### src/rtl/ohmux_pkg.sv
`timescale 1ns/1ps
// Package: shared sizing helpers for the one-hot routing multiplexer.
// Assumes positive integer arguments.
package ohmux_pkg;

    // Ceiling division, used to derive the group count from the input count.
    function automatic int ceil_div(input int num, input int den);
        return (num + den - 1) / den;
    endfunction

endpackage

### src/rtl/ohmux_cfg_reg.sv
`timescale 1ns/1ps
// Module: ohmux_cfg_reg
// Holds the configuration word. Supports a parallel load and a serial
// shift; the parallel load wins when both are requested. Reset is
// synchronous and active low, and clears the word to zero.
module ohmux_cfg_reg #(
    parameter int WIDTH = 6
) (
    input  logic             clk,
    input  logic             rst_n,
    input  logic             par_we,
    input  logic [WIDTH-1:0] par_data,
    input  logic             shift_en,
    input  logic             shift_in,
    output logic [WIDTH-1:0] cfg_q,
    output logic             shift_out
);

    logic [WIDTH-1:0] cfg_nxt;

    // Next-state choice: parallel load first, then shift, else hold.
    always_comb begin
        if (par_we) begin
            cfg_nxt = par_data;
        end else if (shift_en) begin
            cfg_nxt = {cfg_q[WIDTH-2:0], shift_in};
        end else begin
            cfg_nxt = cfg_q;
        end
    end

    // Configuration storage with synchronous clear.
    always_ff @(posedge clk) begin
        if (!rst_n) begin
            cfg_q <= '0;
        end else begin
            cfg_q <= cfg_nxt;
        end
    end

    assign shift_out = cfg_q[WIDTH-1];

endmodule

### src/rtl/ohmux_onehot_det.sv
`timescale 1ns/1ps
// Module: ohmux_onehot_det
// Reports whether exactly one bit of a vector is set. It scans the vector
// once and records "some bit seen" and "a second bit seen".
module ohmux_onehot_det #(
    parameter int WIDTH = 4
) (
    input  logic [WIDTH-1:0] vec,
    output logic             is_onehot
);

    logic seen;
    logic dup;

    // Linear scan that flags any set bit that follows an earlier one.
    always_comb begin
        seen = 1'b0;
        dup  = 1'b0;
        for (int i = 0; i < WIDTH; i++) begin
            if (vec[i]) begin
                dup  = dup | seen;
                seen = 1'b1;
            end
        end
        is_onehot = seen & ~dup;
    end

endmodule

### src/rtl/ohmux_stage.sv
`timescale 1ns/1ps
// Module: ohmux_stage
// One level of the mux: an AND-OR of data and one-hot select lines.
// It assumes the select is one-hot; legality is judged elsewhere.
module ohmux_stage #(
    parameter int WIDTH = 4
) (
    input  logic [WIDTH-1:0] sel,
    input  logic [WIDTH-1:0] data,
    output logic             y
);

    // Gate each input by its select line and merge the results.
    always_comb begin
        y = |(sel & data);
    end

endmodule

### src/rtl/ohmux_route.sv
`timescale 1ns/1ps
// Module: ohmux_route (top)
// Two-level one-hot routing multiplexer with its own configuration register.
// The upper GRP configuration bits pick a position inside every group, and
// the lower NUM_GRP bits pick the group. The output is forced to 0 and
// cfg_err is raised unless both fields are one-hot. Inputs that pad the
// last group are tied to 0.
module ohmux_route #(
    parameter  int N_IN    = 8,
    parameter  int GRP     = 4,
    localparam int NUM_GRP = ohmux_pkg::ceil_div(N_IN, GRP),
    localparam int CFG_W   = GRP + NUM_GRP
) (
    input  logic             clk,
    input  logic             rst_n,
    input  logic             cfg_par_we,
    input  logic [CFG_W-1:0] cfg_par_data,
    input  logic             cfg_shift_en,
    input  logic             cfg_shift_in,
    output logic             cfg_shift_out,
    input  logic [N_IN-1:0]  din,
    output logic             dout,
    output logic             cfg_err
);

    localparam int PAD_W = NUM_GRP * GRP;

    logic [CFG_W-1:0]   cfg_q;
    logic [GRP-1:0]     pos_sel;
    logic [NUM_GRP-1:0] grp_sel;
    logic [PAD_W-1:0]   din_pad;
    logic [NUM_GRP-1:0] lvl1;
    logic               lvl2;
    logic               pos_ok;
    logic               grp_ok;

    ohmux_cfg_reg #(.WIDTH(CFG_W)) u_cfg (
        .clk       (clk),
        .rst_n     (rst_n),
        .par_we    (cfg_par_we),
        .par_data  (cfg_par_data),
        .shift_en  (cfg_shift_en),
        .shift_in  (cfg_shift_in),
        .cfg_q     (cfg_q),
        .shift_out (cfg_shift_out)
    );

    assign pos_sel = cfg_q[CFG_W-1:NUM_GRP];
    assign grp_sel = cfg_q[NUM_GRP-1:0];

    // Pad the input vector with zeros up to a whole number of groups.
    generate
        if (PAD_W > N_IN) begin : g_pad
            assign din_pad = {{(PAD_W-N_IN){1'b0}}, din};
        end else begin : g_nopad
            assign din_pad = din;
        end
    endgenerate

    // First level: one position mux per group, all sharing pos_sel.
    generate
        for (genvar g = 0; g < NUM_GRP; g++) begin : g_lvl1
            ohmux_stage #(.WIDTH(GRP)) u_pos (
                .sel  (pos_sel),
                .data (din_pad[g*GRP +: GRP]),
                .y    (lvl1[g])
            );
        end
    endgenerate

    // Second level: pick one group result.
    ohmux_stage #(.WIDTH(NUM_GRP)) u_grp (
        .sel  (grp_sel),
        .data (lvl1),
        .y    (lvl2)
    );

    ohmux_onehot_det #(.WIDTH(GRP)) u_pos_chk (
        .vec       (pos_sel),
        .is_onehot (pos_ok)
    );

    ohmux_onehot_det #(.WIDTH(NUM_GRP)) u_grp_chk (
        .vec       (grp_sel),
        .is_onehot (grp_ok)
    );

    // Output gating: a bad pattern forces 0 and raises the flag.
    always_comb begin
        cfg_err = ~(pos_ok & grp_ok);
        dout    = lvl2 & ~cfg_err;
    end

endmodule

### config.mk
export PLATFORM = sky130hd
export DESIGN_NAME = ohmux_route
export DESIGN_NICKNAME = d
export VERILOG_FILES = /design/src/rtl/ohmux_pkg.sv /design/src/rtl/ohmux_cfg_reg.sv /design/src/rtl/ohmux_onehot_det.sv /design/src/rtl/ohmux_stage.sv /design/src/rtl/ohmux_route.sv
export SDC_FILE = /design/constraint.sdc
export NUM_CORES = 1
export LEC_CHECK = 0
export BUFFER_PORTS_ARGS = -buffer_cell sky130_fd_sc_hd__buf_2
export CAP_MARGIN = 15
export CORE_AREA = 5 5 42 44
export CTS_BUF_LIST = sky130_fd_sc_hd__clkbuf_8
export DETAILED_ROUTE_END_ITERATION = 8
export DIE_AREA = 0 0 47 49
export PLACE_DENSITY = 0.55
export SYNTH_ARGS = -nofsm -noshare
export SYNTH_HDL_FRONTEND = slang
export SYNTH_SLANG_ARGS = --single-unit
### constraint.sdc
create_clock -name clk -period 1.6 [get_ports clk]
set_clock_uncertainty 0.1 [all_clocks]
set_input_delay 0.32 -clock clk [delete_from_list [all_inputs] [get_ports clk]]
set_output_delay 0.32 -clock clk [all_outputs]
set_load 0.01 [all_outputs]
Word-level counts from Yosys, hierarchy flattened:

Index checks and enable logic that the tools add are counted.

* register bits after elaboration: 6

* reduce and logical (&&, ||, !) cells: 4
* bitwise logic cells: 12
* mux-type cells: 12

Operators with widths (count)
* two-way mux 6 bit: 2
* two-way mux 1 bit: 10
* bitwise AND 4 bit: 2
* OR reduction 4 bit: 2
* bitwise AND 1 bit: 4
* NOT 1 bit: 3
* bitwise AND 2 bit: 1
* OR 1 bit: 2
* nonzero test 2 bit: 1
* OR reduction 2 bit: 1

Logic depth before layout (Yosys ltp):

Gate-level depths: netlist of the first run.

* depth after elaboration: 10
* gate-level depth with buffers: 4
* mapped depth without buffers: 3

Hierarchy:

A second synthesis of the first run with hierarchy kept.

* cell total of the unflattened synthesis: 41
* area, all modules: 432.9 um2

By module, submodules not included
* ohmux_cfg_reg: cells each 27, instances 1, area an instance 330.3 um2
* ohmux_onehot_det at u_pos_chk: cells each 4, instances 1, area an instance 37.5 um2
* ohmux_stage at g_lvl1[0].u_pos ...: cells each 3, instances 2, area an instance 18.8 um2
* ohmux_route: cells each 2, instances 1, area an instance 10.0 um2
* ohmux_onehot_det at u_grp_chk: cells each 1, instances 1, area an instance 8.8 um2
* ohmux_stage at u_grp: cells each 1, instances 1, area an instance 8.8 um2

Worst setup path before layout of the first run:

No wires, ideal clock.

* path kind: register -> output
* start: reg u_cfg.cfg_q[5]
* end: out dout
* stages on the path, launching flop included: 4
* path slack: 122 ps
* arrival: 1058 ps
* buffers on the path: 0
* path through: dfxtp_1 nor4b_2 a211oi_1 a211oi_1

* word-level cells in the longest chain between the ends: 5
* elaborated cells between the ends (all ways): 12
* classes of those cells: mux: 2; bitwise: 7; reduce/logical: 3

RTL lines
* start, declared: line ohmux_cfg_reg.sv:15 `output logic [WIDTH-1:0] cfg_q,`
* start signal, assigned: line ohmux_cfg_reg.sv:37 `cfg_q <= cfg_nxt;`
* bitwise AND 4 bit / two-way mux 1 bit (equally long branches): line ohmux_stage.sv:15, ohmux_onehot_det.sv:20
* OR reduction 4 bit / NOT 1 bit (equally long branches): line ohmux_stage.sv:15, ohmux_onehot_det.sv:25
* bitwise AND 2 bit / bitwise AND 1 bit (equally long branches): line ohmux_stage.sv:15, ohmux_onehot_det.sv:25
* OR reduction 2 bit / bitwise AND 1 bit (equally long branches): line ohmux_stage.sv:15, ohmux_route.sv:90
* bitwise AND 1 bit *: line ohmux_route.sv:91 `dout = lvl2 & ~cfg_err;`
* end, declared: line ohmux_route.sv:22 `output logic dout,`

Mark *: on every way between the ends. The rest lies on a longest branch, timed or not.

Worst setup path after layout of the first run:

* start: reg u_cfg.cfg_q[3]
* end: out cfg_err

* word-level cells in the longest chain between the ends: 9
* elaborated cells between the ends (all ways): 12
* classes of those cells: mux: 6; bitwise: 6

RTL lines
* two-way mux 1 bit: line ohmux_onehot_det.sv:20 `if (vec[i]) begin`
* OR 1 bit: line ohmux_onehot_det.sv:21 `dup = dup | seen;`
* two-way mux 1 bit: line ohmux_onehot_det.sv:20
* OR 1 bit: line ohmux_onehot_det.sv:21
* two-way mux 1 bit: line ohmux_onehot_det.sv:20
* NOT 1 bit: line ohmux_onehot_det.sv:25 `is_onehot = seen & ~dup;`
* bitwise AND 1 bit *: line ohmux_onehot_det.sv:25
* bitwise AND 1 bit *: line ohmux_route.sv:90 `cfg_err = ~(pos_ok & grp_ok);`
* NOT 1 bit *: line ohmux_route.sv:90
* end, declared: line ohmux_route.sv:23 `output logic cfg_err`

Marks and branches as above.

==> results of run 1 <==
-- layout make-up --
class | instances | area share
multi-input combinational | 38 | 0.4926
sequential | 6 | 0.2274
timing repair buffer | 21 | 0.1768
clock buffer | 3 | 0.06947
tap | 16 | 0.03368
-- path summary, 6_finish.rpt --
kind	startpoint	to	slack [ps]	cells after the start
setup / recovery	u_cfg.cfg_q[3]	cfg_err	-110	4
hold / removal	rst_n	u_cfg.cfg_q[2]	260	2
setup reg to reg	u_cfg.cfg_q[4]	u_cfg.cfg_q[5]	630	3
hold reg to reg	u_cfg.cfg_q[1]	u_cfg.cfg_q[1]	620	3
-- cells by family (layout without fill, tap and decap cells) --
family	Yosys count	after routing
AND/OR/NAND/NOR	16	16
AO/OA/AOI/OAI	14	14
multiplexers	6	6
flip-flops	6	6
buffers and inverters	4	24
XOR/XNOR	2	2
-- layout by cell type (no fill, tap or decap) --
cell type and count:
and2_1 6, nand2_1 6, dfxtp_1 2, a211oi_2 1, or2_1 1, mux2i_1 6, xor2_1 1, a211oi_1 1
a22o_1 2, nor2_1 1, o21ai_0 6, o21ai_1 2, clkbuf_8 3, a22o_2 2, nor4b_4 2, buf_2 21
xnor2_1 1, dfxtp_4 4
-- metal layers --
layer | track usage | up-vias | part of all wire
met5 | 0 | - | 0
met4 | 0.09677 | 0 | 0.043
met3 | 0.03321 | 5 | 0.13
met2 | 0.1290 | 23 | 0.41
met1 | 0.1187 | 165 | 0.42
li1 | - | 210 | -
-- critical path, cell delays in order (launching register included) --
cell	delay, ps
dfxtp_4	370
nor4b_4	290
a211oi_2	70
or2_1	200
buf_2	130
-- power breakdown --
group	internal, uW	total (uW)	switching (uW)	leakage [uW]
registers	158	177	19.3	0.0000522
clock network	161	225	63.1	0.0000216
logic	51.9	86.4	34.5	0.000194
total	371	488	117	0.000268
-- what timing repair did --
item	CTS	global route
resized for setup	10	2
buffers inserted	0	0
endpoints found under the setup margin	2	2
pin swaps	0	2
-- metrics by stage --
stage	utilization	TNS [ps]	power (uW)
after CTS	0.4223	-210.9	496.1
after detailed placement	0.3679	0	258.2
final	0.4241	-201.9	487.7
after floorplan	-	0	227.2
after global placement	0.3679	0	257.5
after global routing	0.4241	-298.7	514.0
==> metrics.md, run 1 <==
| Metric | Value |
|---|---|
| Peak VDD IR | `376.0 uV` |
| Port bufs | `21` |
| Top reg by flops | `u_cfg.cfg_q` |
| Fin crit share | `1.070` |
| Critical path class | `flip-flop to output port` |
| Synth unique cells | `17` |
| Syn nets | `67` |
| Boundary Pins | `22` |
| Die height | `49 um` |
| Most common cell in the netlist | `o21ai_0` |
| Synthesized instance count | `48` |
| Hold Crit Class | `input port to flip-flop` |
| Cts hold-fix bufs | `0` |
| First-pass GRT wire length | `1600 um` |
| Tot GR Track Use | `0.09930` |
| Post-synth EDFFs | `0` |
| CP Max Fanout | `7` |
| 1st-iter DRT viols | `10` |
| Startpoint types | `flip-flop` |
| Dpl ws | `51.25 ps` |
| Post-route non-filler standard cell count | `84` |
| Crit. End Element | `output port` |
| Largest net degree at the start of global routing | `13` |
| Congestion Overflow GR | `0` |
| Reg clk slew, reported paths | `30 ps` |
| CTS tree | `done` |
| Dpl hpwl | `749.5 um` |
| Synth Area in Simple Gates | `0.2410` |
| Final min period | `1712 ps` |
| Hold Fails Final Rpt | `0` |
| CTS root buffer | `clkbuf_8` |
| PnR worst setup slack | `-112.2 ps` |
| Number of antenna violations at the first check in global routing | `0` |
| Rows | `14` |
| Total CTS buffers | `3` |
| DRT antenna net count | `0` |
| Worst EP required | `1180 ps` |
| Syn avg cell area | `8.654 um2` |
| Post-Syn Area | `415.4 um2` |
| Final Routed Wirelength | `1024 um` |
| Clock latency on the worst-skew pair | `220 ps` |
| GPL Wtd Cong | `0.7113` |
| Synth Area in Adders | `0` |
| FFs w/ async S/R, synth | `0` |
| Maximum buffer depth of the clock tree | `2` |
| DR pass1 iterations | `4` |
| Hold_ws | `260.6 ps` |
| Die area | `2303 um2` |
| Post-synthesis xor/xnor area fraction | `0.04217` |
| Placed cells | `81` |
| Core area | `1401 um2` |
| Top cells by count, synth | `o21ai_0 (7), and2_1 (6), dfxtp_1 (6), mux2i_1 (6), nand2_1 (6)` |
| Achievable clock frequency | `0.5840 GHz` |
| Max reg flops | `6` |
| Final Max Tran Viols | `0` |
| Sequential area share after synthesis | `0.2892` |
| Die X | `47 um` |
| Final setup vio count | `2` |
| Storage cell area | `135.1 um2` |
| Multiplexer share of the synthesized area | `0.1446` |
| Share of cells above drive strength 1 | `0.4853` |
| Yosys reg bits | `6` |
| Synth Flop Type | `dfxtp_1` |
| Failing checks | `negative setup slack` |
| CP arrival | `1290 ps` |
| DRC violations left | `0` |
| CTS HTree Levels | `1` |
| Design Area, Final | `594.3 um2` |
| Slew margin rel. | `0.8539` |
| Status | `finished, violations left` |
| Post-synthesis to final-layout area growth | `43.07%` |
| Largest cells by area after synthesis | `dfxtp_1 (29%), mux2i_1 (14%), and2_1 (9.0%), o21ai_0 (8.4%), nor4b_2 (7.2%)` |
| Area leader, netlist | `dfxtp_1` |
| Layout fillers | `158` |
| Synth Area in Compound Gates | `0.2229` |
| RSZ-0062 raised after global routing | `true` |
| Leak | `0.0002681 uW` |
| Area occupied by multi-input gates | `292.8 um2` |
| Biggest registers after layout | `u_cfg.cfg_q (6)` |
| Number of synthesis warnings | `0` |
| Initial Util | `0.2964` |
| Area share of the largest cell type after synthesis | `0.2892` |
| Wire length per cell | `12.19 um` |
| Area after DPL | `515.5 um2` |
| Largest family of logic cells by synthesized area | `simple AND/OR/NAND/NOR gates` |
| Via count | `403` |
| Pwr dens | `820.7 nW/um2` |
| Vias in the first global route | `367` |
| MaxCap Viol Count | `0` |
| Worst Tran Pin Value | `218.2 ps` |
| Ant. Diodes | `0` |
| Via/cell ratio | `4.798` |
| CTS sink count | `6` |
| Nets | `89` |
Power figures use the tool's default switching activity.
==> run 2, diff against run 1 <==
--- a/config.mk
+++ b/config.mk
@@ -12,6 +12,7 @@
 export DETAILED_ROUTE_END_ITERATION = 8
 export DIE_AREA = 0 0 47 49
 export PLACE_DENSITY = 0.55
+export SKIP_CTS_REPAIR_TIMING = 1
 export SYNTH_ARGS = -nofsm -noshare
 export SYNTH_HDL_FRONTEND = slang
 export SYNTH_SLANG_ARGS = --single-unit
==> constraint.sdc (replaced) <==
create_clock -name clk -period 1.75 [get_ports clk]
set_clock_uncertainty 0.1 [all_clocks]
set_input_delay 0.35 -clock clk [delete_from_list [all_inputs] [get_ports clk]]
set_output_delay 0.35 -clock clk [all_outputs]
set_load 0.02 [all_outputs]
==> run 2 against run 1 <==
The flow still finishes with violations (negative setup slack). Combinational power shrank 4.6%. Critical path depth is the same. First-iteration DRC count shrank 80%. Clock-buffer cell count is the same. Final cell count is the same. Total power shrank 8.2%. Final area grew 0.42%. Clock power shrank 9.8%. Largest power group unchanged.
==> metrics.md, run 2 (synthesized netlist as in run 1, its figures left out) <==
| Metric | Value |
|---|---|
| M2 GR Usage | `0.1154 (-0.01357)` |
| First-pass GRT wire length | `1455 um (-9.1%)` |
| Total CTS buffers | `3 (unchanged)` |
| Met3 Resource Use GR | `0.02583 (-0.007380)` |
| MaxCap Viol Count | `0 (unchanged)` |
| Reg clk slew, reported paths | `30 ps (about the same)` |
| Rows | `14 (unchanged)` |
| Fin crit share | `1.006` |
| Nets | `89 (unchanged)` |
| Gr busiest metal | `met2` |
| Crit-path max cell delay | `350 ps (-20 ps)` |
| CTS root buffer | `clkbuf_8` |
| Reg power frac | `0.363 (about the same)` |
| CP Max Fanout | `7 (unchanged)` |
| Final Max Tran Viols | `0 (unchanged)` |
| Hold_ws | `291.1 ps (+30.46 ps)` |
| Achievable clock frequency | `0.5680 GHz` |
| Failing checks | `negative setup slack` |
| GPL Wtd Cong | `0.7176 (+0.89%)` |
| Startpoint types | `flip-flop` |
| Vias in the first global route | `382 (+4.1%)` |
| RSZ-0062 raised after global routing | `true` |
| Status | `finished, violations left` |
| DRT antenna net count | `0 (unchanged)` |
| Worst Tran Pin Value | `213.0 ps (-5.180 ps)` |
| Internal power | `340.7 uW (-8.1%)` |
| Leak | `0.0002677 uW (-0.12%)` |
| Clock latency on the worst-skew pair | `220 ps (about the same)` |
| Critical path class | `flip-flop to output port` |
| Max reg flops | `6 (unchanged)` |
| CTS tree | `done` |
| Number of antenna violations at the first check in global routing | `0 (unchanged)` |
| Maximum buffer depth of the clock tree | `2 (unchanged)` |
| 1st-iter DRT viols | `2 (-8)` |
| Power share of the clock group | `0.453 (-0.007)` |
| M1 GR Usage | `0.1099 (-0.008791)` |
| Tot GR Track Use | `0.09085 (-0.008451)` |
| Via/cell ratio | `4.667 (-2.7%)` |
| DRC violations left | `0 (unchanged)` |
| Share of cells above drive strength 1 | `0.5000 (+0.01471)` |
| Worst EP required | `1300 ps (+120 ps)` |
| Core area | `1401 um2 (unchanged)` |
| Dpl ws | `121.1 ps (+69.85 ps)` |
| Ant. Diodes | `0 (unchanged)` |
| Congestion Overflow GR | `0 (unchanged)` |
| Commonest cells after routing, fill and taps aside | `buf_2 (20), o21ai_0 (7), mux2i_1 (6), nand2_1 (6), and2_1 (6)` |
| Hold Fails Final Rpt | `0 (unchanged)` |
| Area after DPL | `520.5 um2 (+0.97%)` |
| DR pass1 iterations | `2 (-2)` |
| Sw Share | `0.2388 (-0.0009589)` |
| Final Routed Wirelength | `958 um (-6.4%)` |
| Design Area, Final | `596.8 um2 (+0.42%)` |
| Dpl hpwl | `763.6 um (+1.9%)` |
| CP arrival | `1310 ps (+20 ps)` |
| Boundary Pins | `22 (unchanged)` |
| Port bufs | `21 (unchanged)` |
| Peak VDD IR | `378.5 uV (+0.67%)` |
| Crit. End Element | `output port` |
| Die X | `47 um (unchanged)` |
| Commonest non-fill, non-tap cell in the layout | `buf_2` |
| Largest net degree at the start of global routing | `13 (unchanged)` |
| Wire length per cell | `11.40 um (-6.4%)` |
| Biggest registers after layout | `u_cfg.cfg_q (6)` |
| Final setup vio count | `1 (-1)` |
| Via count | `392 (-2.7%)` |
| Initial Util | `0.2964 (unchanged)` |
| Post-synthesis to final-layout area growth | `43.67%` |
| CP max-delay cell | `dfxtp_2` |
| Psw | `106.9 uW (-8.6%)` |
| Slew margin rel. | `0.8574 (+0.003468)` |
| Die area | `2303 um2 (unchanged)` |
| Pwr Total | `447.5 uW (-8.2%)` |
| Top reg by flops | `u_cfg.cfg_q` |
| Hold Crit Class | `input port to flip-flop` |
| PnR worst setup slack | `-10.43 ps (+101.8 ps)` |
| CTS HTree Levels | `1 (unchanged)` |
| Pwr dens | `749.8 nW/um2 (-8.6%)` |
| Gate power share | `0.184 (+0.007)` |
| CTS sink count | `6 (unchanged)` |
| Die height | `49 um (unchanged)` |
| CP cell instances | `nor4b_4 -> a211oi_2 -> or2_1 -> buf_2` |
| Final min period | `1760 ps` |
run 2: worst max-delay path: cells and delay by family (launching register included):
family	cells	cell delay, ps
AND/OR/NAND/NOR	2	500
flip-flops	1	350
buffers and inverters	1	160
AO/OA/AOI/OAI	1	80
run 2: power groups by stage:
stage                     Clock, uW  Sequential [uW]  Combinational [uW]
after floorplan                   0              156                55.6
after global placement            0              161                77.6
after detailed placement          0              162                77.7
after CTS                       211              160                78.0
after global routing            217              164                92.1
final                           203              163                82.4
run 2: worst paths after layout:
check	startpoint	end	slack (ps)	cells after the start
worst min register to register	u_cfg.cfg_q[5]	u_cfg.cfg_q[5]	630	3
worst max-delay path	u_cfg.cfg_q[4]	cfg_err	-10	4
worst max register to register	u_cfg.cfg_q[2]	u_cfg.cfg_q[2]	790	3
worst min-delay path	rst_n	u_cfg.cfg_q[1]	290	2
run 2: stage by stage:
step	TNS, ps	instances	util
after floorplan	0	48	-
after global placement	0	81	0.3714
after detailed placement	0	81	0.3714
after CTS	-177.5	84	0.4009
after global routing	-120.8	84	0.4259
final	-10.43	84	0.4259
run 2: area by class of cell:
class	count	area [um2]
repair buffers	21	107.6
well taps	16	20.02
fillers	160	804.5
clock buffers	3	41.29
multi-input cells	38	297.8
flip-flops and latches	6	130.1
run 2: routing by layer:
layer,part of all wire,wire [um]
met5,0,0
met4,0.030,29
met3,0.12,116
met2,0.42,401
met1,0.43,410
==> run 3, diff against run 2 <==
==> constraint.sdc (replaced) <==
create_clock -name clk -period 1.9 [get_ports clk]
set_clock_uncertainty 0.1 [all_clocks]
set_input_delay 0.38 -clock clk [delete_from_list [all_inputs] [get_ports clk]]
set_output_delay 0.38 -clock clk [all_outputs]
set_load 0.02 [all_outputs]
==> run 3 against run 2 <==
The run now ends clean. First-iteration DRC count did not move. Total power fell by 9.5%. Hold slack improved by 29 ps. Final cell count did not move. Sequential share of layout area rose by 0.47 points.
==> metrics.md, run 3 (synthesized netlist as in run 1, its figures left out) <==
| Metric | Value |
|---|---|
| Status | `complete, no violations` |
| Clock latency on the worst-skew pair | `220 ps (about the same)` |
| Hold path depth | `2 (unchanged)` |
| CP arrival | `1270 ps (-40 ps)` |
| Hold Fails Final Rpt | `0 (unchanged)` |
| Top reg by flops | `u_cfg.cfg_q` |
| Boundary Pins | `22 (unchanged)` |
| MaxCap Viol Count | `0 (unchanged)` |
| First-pass GRT wire length | `1511 um (+3.8%)` |
| Maximum buffer depth of the clock tree | `2 (unchanged)` |
| Number of antenna violations at the first check in global routing | `0 (unchanged)` |
| Rows | `14 (unchanged)` |
| CTS root buffer | `clkbuf_8` |
| Congestion Overflow GR | `0 (unchanged)` |
| Vias in the first global route | `364 (-4.7%)` |
| Commonest cells after routing, fill and taps aside | `buf_2 (21), o21ai_0 (7), mux2i_1 (6), nand2_1 (6), and2_1 (6)` |
| Critical path class | `flip-flop to output port` |
| Die height | `49 um (unchanged)` |
| DRT antenna net count | `0 (unchanged)` |
| FF-to-FF Start | `u_cfg.cfg_q[2]` |
| R2R setup slack | `970 ps (+180 ps)` |
| Fin crit share | `0.9220` |
| CP Max Fanout | `7 (unchanged)` |
| Ant. Diodes | `0 (unchanged)` |
| 1st-iter DRT viols | `2 (unchanged)` |
| Worst r2r path cells | `3 (unchanged)` |
| DR pass1 iterations | `3 (+1)` |
| CTS HTree Levels | `1 (unchanged)` |
| Hold Crit Class | `input port to flip-flop` |
| Final Routed Wirelength | `914 um (-4.6%)` |
| Port bufs | `21 (unchanged)` |
| GPL Wtd Cong | `0.6859 (-4.4%)` |
| Hold_ws | `320.0 ps (+28.91 ps)` |
| Initial Util | `0.2964 (unchanged)` |
| Delay-heaviest family, CP | `simple AND/OR/NAND/NOR gates` |
| Pwr dens | `721.3 nW/um2 (-3.8%)` |
| Commonest non-fill, non-tap cell in the layout | `buf_2` |
| Wire length per cell | `10.88 um (-4.6%)` |
| Worst EP required | `1420 ps (+120 ps)` |
| Final setup vio count | `0 (-1)` |
| DRC violations left | `0 (unchanged)` |
| CTS sink count | `6 (unchanged)` |
| Share of cells above drive strength 1 | `0.4706 (-0.02941)` |
| Max reg flops | `6 (unchanged)` |
| Total CTS buffers | `3 (unchanged)` |
| Post-synthesis to final-layout area growth | `35.24%` |
| Reg clk slew, reported paths | `30 ps (about the same)` |
| Final min period | `1752 ps` |
| CP cell instances | `nor4b_2 -> a211oi_1 -> or2_1 -> buf_2` |
| Crit path from | `u_cfg.cfg_q[5]` |
| Core area | `1401 um2 (unchanged)` |
| Die X | `47 um (unchanged)` |
| Layout fillers | `157 (-1.9%)` |
| Crit-path max cell delay | `340 ps (about the same)` |
| Via/cell ratio | `4.798 (+2.8%)` |
| CP Buf/Inv Count | `1 (unchanged)` |
| Nets | `89 (unchanged)` |
| RSZ-0062 raised after global routing | `false` |
| CP max-delay cell | `dfxtp_2` |
| Largest net degree at the start of global routing | `13 (unchanged)` |
| Die area | `2303 um2 (unchanged)` |
| Biggest registers after layout | `u_cfg.cfg_q (6)` |
| Crit. End Element | `output port` |
| Final Max Tran Viols | `0 (unchanged)` |
| Reg2reg end | `u_cfg.cfg_q[2]` |
| Hold endpoint | `u_cfg.cfg_q[0]` |
| Tot GR Track Use | `0.09366 (+0.002817)` |
| CTS tree | `done` |
| Via count | `403 (+2.8%)` |
| Startpoint types | `flip-flop` |
| Worst Tran Pin Value | `251.6 ps (+38.61 ps)` |
| Achievable clock frequency | `0.5708 GHz` |
| Setup TNS | `0 ps (+10.43 ps)` |
| Peak VDD IR | `314.5 uV (-17%)` |
| Dpl hpwl | `760.4 um (-0.42%)` |
| HP Start | `rst_n` |
| Slew margin rel. | `0.8313 (-0.02615)` |
| Leak | `0.0002618 uW (-2.2%)` |
[run 3: cell counts in the layout (fill, tap and decap cells not counted)]
No cell type changed its count.
[run 3: worst register-to-register path, delay by kind of cell (launching register included)]
kind            cells  cell delay [ps]
flops               1              350
simple gates        1              150
mux                 1              140
compound gates      1               80
[run 3: area by class of cell]
| type | instances | area [um2] | share of cell area |
|---|---|---|---|
| Tap cell | 16 | 20.02 | 0.03563 |
| Multi-Input combinational cell | 38 | 270.3 | 0.4811 |
| Clock buffer | 3 | 41.29 | 0.07350 |
| Timing Repair Buffer | 21 | 105.1 | 0.1871 |
| Sequential cell | 6 | 125.1 | 0.2227 |
[run 3: how the worst max path moves through the flow]
stage                         end  slack [ps]  cells after the start
final                     cfg_err         150                      4
after global routing         dout          40                      4
after CTS                 cfg_err          60                      4
after detailed placement     dout         290                      5
after global placement       dout         290                      5
after floorplan              dout          70                      3
[run 3: per-stage QoR]
stage,util,instances,power [uW],setup slack (ps),instance area (um2)
2_1_floorplan,-,48,193.9,65.57,415.4
6_report,0.4009,84,405.2,148.2,561.8
5_1_grt,0.4009,84,431.1,35.02,561.8
3_3_place_gp,0.3679,81,219.1,286.0,515.5
3_5_place_dp,0.3679,81,219.5,289.8,515.5
4_1_cts,0.3973,84,413.3,60.87,556.8
[run 3: where the power goes]
group / internal (uW) / leakage, uW / switching, uW / total [uW]
clock: 136 / 0.0000216 / 51.8 / 188
sequential: 136 / 0.0000510 / 12.9 / 149
combinational: 40.0 / 0.000189 / 29.1 / 69.1
[run 3: routing by layer]
layer | vias to the layer above | share of wire | GRT usage
met4 | 0 | 0.040 | 0.08295
met1 | 164 | 0.43 | 0.1253
met5 | - | 0 | 0
met2 | 21 | 0.39 | 0.1086
met3 | 5 | 0.13 | 0.03690
li1 | 213 | - | -
